$ cat config.mk
export PLATFORM = sky130hd
export DESIGN_NAME = ffirst_vl_trunc
export DESIGN_NICKNAME = d
export VERILOG_FILES = /design/src/rtl/ffirst_vl_trunc.sv
export SDC_FILE = /design/constraint.sdc
export NUM_CORES = 1
export LEC_CHECK = 0
export ABC_AREA = 1
export ABC_CLOCK_PERIOD_IN_PS = 2000
export BUFFER_PORTS_ARGS = -buffer_cell sky130_fd_sc_hd__buf_2
export CELL_PAD_IN_SITES_DETAIL_PLACEMENT = 1
export CELL_PAD_IN_SITES_GLOBAL_PLACEMENT = 1
export CORE_AREA = 2 2 82 84
export DETAILED_ROUTE_END_ITERATION = 7
export DIE_AREA = 0 0 84 86
export PLACE_DENSITY = 0.79
export SYNTH_ARGS = -nofsm -noshare
export SYNTH_HDL_FRONTEND = slang
export SYNTH_SLANG_ARGS = --single-unit
$ cat constraint.sdc
create_clock -name clk -period 2 [get_ports clk]
set_input_delay 0.2 -clock clk [delete_from_list [all_inputs] [get_ports clk]]
set_output_delay 0.2 -clock clk [all_outputs]
set_load 0.03 [all_outputs]
$ cat src/rtl/ffirst_vl_trunc.sv
module ffirst_vl_trunc #(
  parameter int MAXVL = 16,
  parameter int DW    = 32,
  localparam int IW   = $clog2(MAXVL),
  localparam int LW   = $clog2(MAXVL + 1)
) (
  input  logic             clk,
  input  logic             rst_n,
  input  logic             start,
  input  logic [LW-1:0]    vl_in,
  input  logic             ld_mode,
  input  logic             ffirst,
  input  logic             elem_valid,
  input  logic [IW-1:0]    elem_idx,
  input  logic [DW-1:0]    elem_result,
  input  logic             elem_fault,
  output logic [LW-1:0]    vl_out,
  output logic [MAXVL-1:0] kill_mask,
  output logic             trap,
  output logic             vl_update
);

  logic [LW-1:0]    vl_q, cut_q;
  logic             ld_q, ff_q, trap_q, upd_q;
  logic [MAXVL-1:0] done_q;
  logic             lower_ok;

  wire [LW-1:0] idx_w    = LW'(elem_idx);
  wire [LW-1:0] vl_clamp = (vl_in > LW'(MAXVL)) ? LW'(MAXVL) : vl_in;
  wire take     = elem_valid && !start && (idx_w < cut_q) && !done_q[elem_idx];
  wire fail     = ld_q ? elem_fault : (ff_q && (elem_result == '0));
  wire hit      = take && fail;
  wire trap_hit = hit && ld_q && (idx_w == '0);
  wire cut_hit  = hit && !trap_hit;
  wire commit   = (cut_q < vl_q) && lower_ok;

  always_comb begin
    lower_ok = 1'b1;
    for (int i = 0; i < MAXVL; i++)
      if (LW'(i) < cut_q && !done_q[i]) lower_ok = 1'b0;
  end

  genvar g;
  generate
    for (g = 0; g < MAXVL; g++) begin : g_kill
      assign kill_mask[g] = (LW'(g) >= cut_q);
    end
  endgenerate

  always_ff @(posedge clk) begin
    if (!rst_n) begin
      vl_q   <= '0;
      cut_q  <= '0;
      ld_q   <= 1'b0;
      ff_q   <= 1'b0;
      done_q <= '0;
      trap_q <= 1'b0;
      upd_q  <= 1'b0;
    end else begin
      trap_q <= trap_hit;
      upd_q  <= 1'b0;
      if (start) begin
        vl_q   <= vl_clamp;
        cut_q  <= vl_clamp;
        ld_q   <= ld_mode;
        ff_q   <= ffirst;
        done_q <= '0;
      end else begin
        if (take) done_q[elem_idx] <= 1'b1;
        if (cut_hit) cut_q <= idx_w;
        if (commit) begin
          vl_q  <= cut_q;
          upd_q <= 1'b1;
        end
      end
    end
  end

  assign vl_out    = vl_q;
  assign trap      = trap_q;
  assign vl_update = upd_q;

endmodule

# ---- Word-level counts from Yosys, hierarchy flattened
# Index checks and enable logic that the tools add are counted.
dict set report classes {
  bitwise_logic 2
  n_lt_le_gt_ge 37
  n_mux 27
  add_sub_neg 0
  shifts 0
  n_div 0
  mul 0
  eq_ne 0
  n_reduce_logical 50
}
# operator n
set ops {}
lappend ops {{$ge A4 B5 Y1 const A} 8}
lappend ops {{$lt A4 B5 Y1 const A} 8}
lappend ops {{$logic_not A32 Y1} 1}
lappend ops {{$logic_and A1 B1 Y1} 26}
lappend ops {{$mux W5} 5}
lappend ops {{$ge A3 B5 Y1 const A} 4}
lappend ops {{$lt A3 B5 Y1 const A} 4}
lappend ops {{$mux W1} 20}
lappend ops {{$logic_not A1 Y1} 19}
lappend ops {{$or A16 B16 Y16} 1}
lappend ops {{$ge A1 B5 Y1 const A} 2}
lappend ops {{$ge A2 B5 Y1 const A} 2}
lappend ops {{$lt A1 B5 Y1 const A} 2}
lappend ops {{$lt A2 B5 Y1 const A} 2}
lappend ops {{$gt A5 B5 Y1 const B} 1}
lappend ops {{$logic_not A5 Y1} 1}
lappend ops {{$lt A4 B5 Y1} 1}
lappend ops {{$lt A4 B5 Y1 const B} 1}
lappend ops {{$lt A5 B5 Y1} 1}
lappend ops {{$bmux W1 S4} 1}
lappend ops {{$demux W1 S4} 1}
lappend ops {{$ge A4 B1 Y1 const B} 1}
lappend ops {{$reduce_bool A2 Y1} 2}
lappend ops {{$reduce_or A2 Y1} 1}
lappend ops {{$not A1 Y1} 1}
dict set report word_totals {
  ff_bits 30
  romBits 0
  mem_bits_rw 0
  in_bits 48
  out_inout_bits 23
  mem_count 0
  wordCells 123
  latchBits 0
}

# ---- Depth between registers and ports, before layout
# Gate-level depths: netlist of the first run.
dict set report logic_depth {
  word_depth 21
  depth_mapped 13
  ltp_nobuf 13
}

# ---- Least setup slack after synthesis of the first run
# No wires, ideal clock.
dict set report synth_path {
  path_type {register -> register}
  start {register cut_q[4]}
  end {register vl_q[4], in the netlist vl_out[4]}
  slack_ps 204
  path_stages_with_launch 10
  required_ps 1930
  setup_ps 70
  path_buffers 0
  arrival_time_ps 1726
  cell_sequence {dfxtp_1 inv_2 o21ai_1 o21ai_1 o22ai_1 nor2_1 nand3_4 nand2_4 nand2_1 a21oi_1}
}
dict set report synth_between {
  elab_chain_cells 20
  elab_cells_between_ends 53
  classes_between {17 x order compare; 18 x mux; 18 x reduce/logical}
}
# item line
set synth_lines {}
lappend synth_lines {{start: declaration} 23} ;# logic [LW-1:0] vl_q, cut_q;
lappend synth_lines {{start signal: assignment} 64} ;# cut_q <= vl_clamp;
lappend synth_lines {{start signal: assignment} 70} ;# if (cut_hit) cut_q <= idx_w;
lappend synth_lines {{$lt A1 B5 Y1} 40} ;# if (LW'(i) < cut_q && !done_q[i]) lower_ok = 1'b0;
lappend synth_lines {{$logic_and A1 B1 Y1} 40}
lappend synth_lines {{$mux W1 (16 in a row)} 40}
lappend synth_lines {{$logic_and A1 B1 Y1} 35} ;# wire commit = (cut_q < vl_q) && lower_ok;
lappend synth_lines {{$reduce_bool A2 Y1 (no line)} --}
lappend synth_lines {{end signal: assignment} 63} ;# vl_q <= vl_clamp;
lappend synth_lines {{end signal: assignment} 72} ;# vl_q <= cut_q;
lappend synth_lines {{end: declaration} 23}
# Several ways; a longest one is shown, not always the timed one. The select of a mux whose other input is x is not followed.
# A chain may end at the register's enable or synchronous reset.

# ---- Worst setup path after layout of the first run
dict set report layout_path {
  start {register cut_q[2]}
  end {register done_q[13]}
}
dict set report layout_between {
  elab_chain_cells 3
}
# item line
set layout_lines {}
lappend layout_lines {{$lt A4 B5 Y1} 30} ;# wire take = elem_valid && !start && (idx_w < cut_q) && !done_q[elem_idx];
lappend layout_lines {{$logic_and A1 B1 Y1 (2 in a row)} 30}
lappend layout_lines {{end signal: assignment} 56} ;# done_q <= '0;
lappend layout_lines {{end signal: assignment} 67} ;# done_q <= '0;
lappend layout_lines {{end signal: indexed assignment} 69} ;# if (take) done_q[elem_idx] <= 1'b1;
lappend layout_lines {{end: declaration} 25} ;# logic [MAXVL-1:0] done_q;
# Every way passes these cells.

==> out/results.tsv, run 1 <==
stage	metric	value	unit
logic_synthesis	synth-seq-cells	30	
logic_synthesis	yosysTopAreaCellShare	29.3	%
logic_synthesis	synth_edf_count	0	
global_routing	antenna_found_initial	0	
placed_design	numPortBuffers	70	
sta	fin_setup_tns	0	ns
placed_design	gp_congestion	0.895	
final_layout	utilization	41.4	%
drt	postRouteAntennaNets	0	
logic_synthesis	synthAdderAreaFrac	4.27	%
drt	dr.first_iter.drc_count	103	
final_layout	drive_above_1_share	24.7	%
placed_design	placed_cell_area	0.00249	mm²
setup_path	worstSetupStartpoint	cut_q[2]	
clocking	cts_tree	done	
setup_path	critical_path.max_fanout	15	
clocking	htree_levels	2	
floorplan	core-area	0.00628	mm²
final_layout	finalInstanceArea	0.00260	mm²
drt	drc_errors	0	
logic_synthesis	async_reset_ff_share	0	%
min_path	worstHoldPathType	primary input to register	
logic_synthesis	ys_warn_count	0	
job	max_cap_viol_count	0	
clocking	cts-buffers-inserted	5	
sta	min_period_over_period	91.9	%
sta	hold_viol_final	0	
power	fin_total_pwr	1620	µW
sta	tightestPinTransition	0.533	ns
logic_synthesis	synthCells	335	
setup_path	start_kind	register	
logic_synthesis	ys_seq_area_share	29.3	%
final_layout	syn2layout_area_growth	26.8	%
sta	timing.slew.headroom	64.2	%
clocking	clk_pin_slew	0.07	ns
final_layout	nNetsFinal	467	
sta	max_clock_freq	544	MHz
global_routing	track_usage	19.4	%
logic_synthesis	synthXorXnorAreaFrac	0	%
placed_design	hpwl	5570	µm
sta	whs	0.151	ns
setup_path	arrival	2.04	ns
clocking	cts.sinks	30	
logic_synthesis	syn_area_per_cell	6.13	µm²
global_routing	grt_pass1_wl	11400	µm
setup_path	end_kind	register	
setup_path	critPathKind	register to register	
logic_synthesis	dominantRegCellSynth	dfxtp_1	
sta	rsz0062_at_grt	false	
logic_synthesis	syn_nets	390	
logic_synthesis	synth_top_family_by_area	simple AND/OR/NAND/NOR gates	
logic_synthesis	synth.area.top_cells	dfxtp_1 29%, nand2_1 17%, inv_1 9.0%	
clocking	clock_path_buffers	2	
logic_synthesis	muxShareOfSynthArea	0	%
logic_synthesis	yosys.area_share.simple	40.9	%
logic_synthesis	yosysTopAreaCell	dfxtp_1	
floorplan	die_h	86	µm
outcome	status	finished clean	
logic_synthesis	yosysMostFrequentCell	nand2_1	
power	p_per_area	622	mW/mm²
floorplan	fp.dieW	84	µm
drt	vias_per_cell	4.93	
min_path	worstHoldStart	ffirst	
drt	dr_total_vias	2417	
global_routing	grt_max_degree	18	
drt	routedWlPerCell	14.1	µm
global_routing	grt_pass1_vias	2451	
sta	setup_viol_count_final	0	
setup_path	cp.required	2.20	ns
clocking	clock_latency	0.29	ns
floorplan	fp-row-count	29	
logic_synthesis	synth_compound_area_share	13.2	%
floorplan	io_pins	71	
sta	fin_worst_skew	0.00739	ns
power	ir_worst_vdd	0.276	mV
setup_path	r2r_start	cut_q[2]	
logic_synthesis	syn_area	0.00205	mm²
final_layout	antennaDiodeCount	0	
sta	finalCriticalPeriod	1.84	ns
clocking	clockRootBuffer	clkbuf_8	
floorplan	initial_core_util	32.7	%
logic_synthesis	synthTopCellsByCount	93 x nand2_1, 49 x inv_1, 46 x nor2_1, 30 x dfxtp_1, 29 x a21oi_1	
drt	drt_first_pass_iters	4	
logic_synthesis	synth_cell_type_count	27	
clocking	cts_hold_buf	0	
global_routing	overflow	0	
drt	routed_wl	6930	µm
sta	maxSlewViolCount	0	
floorplan	dieArea	0.00722	mm²
power	power.leakage	0.00124	µW
==> layout make-up <==
type / count / area [µm²]
Multi-Input combinational cell: 244 / 1200
Clock buffer: 7 / 86.3
Fill cell: 880 / 3680
Inverter: 54 / 203
Timing Repair Buffer: 77 / 407
Clock inverter: 1 / 5.00
Sequential cell: 30 / 603
Tap cell: 77 / 96.3
==> logic make-up (layout without fill, tap and decap cells) <==
logic type / after synthesis / count (layout)
AO/OA/AOI/OAI: 53 / 53
buffers and inverters: 61 / 139
AND/OR/NAND/NOR: 184 / 184
flip-flops: 30 / 30
adder cells (fa/ha/maj): 7 / 7
==> what timing repair did <==
item / CTS / global route
buffers inserted: 0 / 1
resized for setup: 0 / 4
endpoints found under the hold margin: 0 / 0
endpoints found under the setup margin: 0 / 16
==> metrics by stage <==
step           cells  setup WS, ns
3_3_place_gp     481         0.199
6_report         490         0.163
4_1_cts          489        0.0519
3_5_place_dp     481        0.0675
5_1_grt          490        0.0253
2_1_floorplan    335         0.204
==> routing by layer <==
layer / wire, µm / track usage (%) / up-vias
met5: 0 / 0 / -
met4: 157 / 5.57 / 0
met3: 310 / 3.18 / 12
met2: 3350 / 34.4 / 62
met1: 3110 / 24.3 / 1120
li1: - / - / 1223
==> power by group <==
group	internal [µW]	switching, µW	total (µW)
sequential	614	16.7	630
combinational	152	310	462
clock	278	248	525
total	1040	574	1620
==> critical path, cell delays in order, from the launching register on <==
cell	delay, ns
dfxtp_2	0.38
inv_2	0.10
ha_1	0.31
a21oi_1	0.16
o21ai_1	0.09
nor2_2	0.21
buf_6	0.20
nand4_1	0.15
a21oi_1	0.15
==> cell usage in the layout (no fill, tap or decap), drive strengths merged <==
| master | netlist | layout |
|---|---|---|
| clkbuf | 2 | 7 |
| nor4 | 1 | 1 |
| buf | 5 | 77 |
| ha | 7 | 7 |
| nand2 | 96 | 96 |
| dfxtp | 30 | 30 |
| a21oi | 30 | 30 |
| nor2 | 50 | 50 |
| clkinv | 1 | 2 |
| nand3 | 16 | 16 |
| inv | 53 | 53 |
| o22ai | 2 | 2 |
| o21ai | 21 | 21 |
| nand4 | 20 | 20 |
| nor3 | 1 | 1 |
==> worst paths after layout <==
kind	endpoint	slack, ns	cells after the start
worst max-delay path	done_q[13]	0.16	8
worst min-delay path	ff_q	0.15	3
worst max register to register	done_q[13]	0.16	8
worst min register to register	done_q[5]	0.47	2
==> sequential cells by signal (all words and copies together), names as in the netlist <==
register	flops
ff_q	1
ld_q	1
cut_q	5
done_q	16
trap	1
vl_out	5
vl_update	1
Note: power is estimated with default switching activity, not from simulation.
==> inputs of run 2 (changes only) <==
==> config.mk (replaced) <==
export PLATFORM = sky130hd
export DESIGN_NAME = ffirst_vl_trunc
export DESIGN_NICKNAME = d
export VERILOG_FILES = /design/src/rtl/ffirst_vl_trunc.sv
export SDC_FILE = /design/constraint.sdc
export NUM_CORES = 1
export LEC_CHECK = 0
export ABC_CLOCK_PERIOD_IN_PS = 2000
export BUFFER_PORTS_ARGS = -buffer_cell sky130_fd_sc_hd__buf_2
export CELL_PAD_IN_SITES_DETAIL_PLACEMENT = 1
export CELL_PAD_IN_SITES_GLOBAL_PLACEMENT = 1
export CORE_AREA = 2 2 78 80
export DETAILED_ROUTE_END_ITERATION = 7
export DIE_AREA = 0 0 80 82
export PLACE_DENSITY = 0.78
export SYNTH_ARGS = -nofsm -noshare
export SYNTH_HDL_FRONTEND = slang
export SYNTH_SLANG_ARGS = --single-unit
==> run 2 against run 1 <==
Compared with the run above: maximum frequency decreased by 7.2%; clock power shrank 5.1%; register-to-register slack got worse by 0.14 ns; routed wire length is 6.1% higher; synthesized area down 5.3%; power rose by 5.9%; worst hold slack worse by 0.0010 ns; global-route usage up 3.8 points; via count fell by 6.2%; clock skew fell by 0.0023 ns; count of clock-buffer cells in the layout is 1 lower; critical path depth is 1 lower.
==> out/results.tsv, run 2 <==
stage	metric	value	unit	change
outcome	status	finished clean		unchanged
final_layout	top_register	done_q		unchanged
drt	vias_per_cell	5.61		was 4.93
final_layout	drive_above_1_share	43.8	%	was 24.7%
logic_synthesis	synthCells	234		was 335
setup_path	end_kind	register		unchanged
drt	drt_first_pass_iters	4		unchanged
clocking	cts_hold_buf	0		unchanged
power	ir_worst_vdd	0.233	mV	was 0.276 mV
logic_synthesis	syn_area_per_cell	8.30	µm²	was 6.13 µm²
floorplan	fp-row-count	28		was 29
sta	whs	0.150	ns	was 0.151 ns
drt	dr.first_iter.drc_count	101		was 103
floorplan	die_h	82	µm	was 86 µm
power	power.leakage	0.00116	µW	was 0.00124 µW
clocking	cts-buffers-inserted	5		unchanged
setup_path	cp_cell_sequence	mux4_1 -> nand3_1 -> nand3_2 -> a211oi_4 -> buf_12 -> a211oi_1 -> a311oi_1		was inv_2 -> ha_1 -> a21oi_1 -> o21ai_1 -> nor2_2 -> buf_6 -> nand4_1 -> a21oi_1
power	p_per_area	616	mW/mm²	was 622 mW/mm²
logic_synthesis	dominantRegCellSynth	dfxtp_1		unchanged
clocking	clock_path_buffers	2		unchanged
final_layout	antennaDiodeCount	0		unchanged
setup_path	arrival	2.15	ns	was 2.04 ns
logic_synthesis	ys_warn_count	0		unchanged
min_path	worstHoldEndpoint	ff_q		unchanged
power	fin_total_pwr	1710	µW	was 1620 µW
setup_path	start_kind	register		unchanged
floorplan	core-area	0.00575	mm²	was 0.00628 mm²
logic_synthesis	syn_area	0.00194	mm²	was 0.00205 mm²
final_layout	syn2layout_area_growth	43.1	%	was 26.8%
setup_path	cp.required	2.17	ns	was 2.20 ns
clocking	clk_pin_slew	0.06	ns	was 0.07 ns
setup_path	slowest_stage	mux4_1		was dfxtp_2
logic_synthesis	synthAdderAreaFrac	4.51	%	was 4.27%
logic_synthesis	muxShareOfSynthArea	5.86	%	was 0%
setup_path	critPathKind	register to register		unchanged
floorplan	io_pins	71		unchanged
final_layout	layout_commonest_cell	buf_2		was nand2_1
global_routing	overflow	0		unchanged
clocking	cts_tree	done		unchanged
logic_synthesis	synth_cell_type_count	56		was 27
sta	tightestPinTransition	0.399	ns	was 0.533 ns
drt	dr_total_vias	2267		was 2417
job	max_cap_viol_count	0		unchanged
setup_path	critical_path.max_fanout	11		was 15
setup_path	ff2ff_path_depth	7		was 8
drt	postRouteAntennaNets	0		unchanged
global_routing	grt_max_degree	17		was 18
setup_path	r2r_start	done_q[12]		was cut_q[2]
placed_design	numPortBuffers	70		unchanged
sta	setup_viol_count_final	0		unchanged
setup_path	r2r_slack	0.02	ns	was 0.16 ns
logic_synthesis	synth_compound_area_share	27.9	%	was 13.2%
final_layout	utilization	48.4	%	was 41.4%
global_routing	antenna_found_initial	0		unchanged
logic_synthesis	ys_seq_area_share	30.9	%	was 29.3%
placed_design	gp_congestion	0.953		was 0.895
logic_synthesis	synth.area.top_cells	dfxtp_1 31%, nand2_1 5.6%, ha_1 4.5%		was dfxtp_1 29%, nand2_1 17%, inv_1 9.0%
clocking	htree_levels	2		unchanged
final_layout	nNetsFinal	385		was 467
sta	maxSlewViolCount	0		unchanged
final_layout	largest_reg_flops	16		unchanged
final_layout	layout_common_cells	69 x buf_2, 31 x buf_4, 29 x nand2_1, 26 x dfxtp_1, 16 x o21ai_0		was 93 x nand2_1, 70 x buf_2, 49 x inv_1, 45 x nor2_1, 29 x a21oi_1
logic_synthesis	async_reset_ff_share	0	%	unchanged
min_path	holdPathStages	3		unchanged
placed_design	hpwl	5720	µm	was 5570 µm
clocking	clock_latency	0.29	ns	about the same
global_routing	track_usage	23.2	%	was 19.4%
logic_synthesis	yosysTopAreaCell	dfxtp_1		unchanged
drt	routed_wl	7350	µm	was 6930 µm
setup_path	critPathBufInv	1		was 2
sta	max_clock_freq	505	MHz	was 544 MHz
logic_synthesis	synthTopCellsByCount	30 x dfxtp_1, 29 x nand2_1, 17 x o21ai_0, 15 x nor2_1, 12 x inv_1		was 93 x nand2_1, 49 x inv_1, 46 x nor2_1, 30 x dfxtp_1, 29 x a21oi_1
logic_synthesis	synth_top_family_by_area	compound AO/OA/AOI/OAI gates		was simple AND/OR/NAND/NOR gates
sta	finalCriticalPeriod	1.98	ns	was 1.84 ns
global_routing	grt_pass1_vias	2286		was 2451
logic_synthesis	synthXorXnorAreaFrac	0	%	unchanged
setup_path	max_stage_delay	0.50	ns	was 0.38 ns
logic_synthesis	syn_nets	289		was 390
logic_synthesis	yosysMostFrequentCell	dfxtp_1		was nand2_1
sta	fin_setup_tns	0	ns	unchanged
floorplan	dieArea	0.00656	mm²	was 0.00722 mm²
floorplan	initial_core_util	33.8	%	was 32.7%
clocking	clockRootBuffer	clkbuf_8		unchanged
logic_synthesis	synth-seq-cells	30		unchanged
sta	min_period_over_period	99.0	%	was 91.9%
drt	drc_errors	0		unchanged
min_path	worstHoldPathType	primary input to register		unchanged
global_routing	grt_pass1_wl	11500	µm	was 11400 µm
logic_synthesis	yosysTopAreaCellShare	30.9	%	was 29.3%
logic_synthesis	yosys.area_share.simple	24.3	%	was 40.9%
drt	routedWlPerCell	18.2	µm	was 14.1 µm
setup_path	worstReg2RegEnd	cut_q[0]		was done_q[13]
logic_synthesis	synth_edf_count	0		unchanged
setup_path	critPathTopFamily	compound AO/OA/AOI/OAI gates		unchanged
sta	hold_viol_final	0		unchanged
clocking	cts.sinks	30		unchanged
min_path	worstHoldStart	ffirst		unchanged
sta	fin_worst_skew	0.00513	ns	was 0.00739 ns
sta	timing.slew.headroom	73.4	%	was 64.2%
floorplan	fp.dieW	80	µm	was 84 µm
==> run 2: changes by cell type after synthesis, sizes merged, moves of 9 or more <==
cell and delta:
inv -40, nand3 -9, nand4 -17, a21oi -23, a211oi +10, nor2 -35
nand2 -67
==> run 2: worst max path at each step <==
stage / startpoint / endpoint / slack, ns / cells after the start
2_1_floorplan: cut_q[3] / vl_out[4] / -0.19 / 7
3_3_place_gp: vl_out[1] / vl_out[4] / -0.01 / 9
3_5_place_dp: vl_out[1] / vl_out[4] / -0.11 / 9
4_1_cts: cut_q[1] / cut_q[0] / 0.01 / 8
5_1_grt: cut_q[3] / cut_q[0] / -0.06 / 8
6_report: done_q[12] / cut_q[0] / 0.02 / 7
==> run 2: layout make-up <==
class | count | area, µm²
Inverter | 13 | 56.3
Clock buffer | 6 | 82.6
Timing Repair Buffer | 104 | 632
Multi-Input combinational cell | 176 | 1310
Tap cell | 75 | 93.8
Sequential cell | 30 | 606
Fill cell | 731 | 2960
==> run 2: logic make-up after synthesis <==
group                      Yosys count
buffers and inverters               28
adders and majority gates            7
and+or+nand+nor                     89
AOI/OAI and AO/OA                   74
muxes                                6
DFF                                 30
==> run 2: through the flow <==
step                      std cells  worst slack [ns]  instance area [µm²]
final                           404            0.0195                 2780
after global routing            404           -0.0644                 2780
after CTS                       401            0.0150                 2690
after detailed placement        395            -0.109                 2600
after global placement          395           -0.0135                 2600
after floorplan                 234            -0.188                 2010
==> run 2: report_power, final <==
group | switching [µW] | leakage (µW) | internal [µW] | total, µW
clock network | 233 | 0.0000431 | 265 | 498
logic | 339 | 0.000867 | 241 | 580
registers | 17.8 | 0.000246 | 617 | 634
total | 589 | 0.00116 | 1120 | 1710
==> run 2: tightest hold or removal path, cell delays in order <==
cell and delay [ns]:
buf_2 0.07, mux2i_1 0.06, nor2_1 0.08
==> run 2: repair_timing <==
| action | in CTS | in global routing |
|---|---|---|
| pin swaps | 3 | 6 |
| endpoints found under the setup margin | 6 | 18 |
| resized for setup | 4 | 19 |
| buffers inserted | 0 | 3 |
==> run 2: per-layer routing <==
| layer | part of all wire, % | vias up | global-route usage, % |
|---|---|---|---|
| li1 | - | 1071 | - |
| met1 | 41 | 1078 | 27.9 |
| met2 | 50 | 100 | 40.8 |
| met3 | 6.1 | 18 | 4.51 |
| met4 | 2.5 | 0 | 8.98 |
| met5 | 0 | - | 0 |
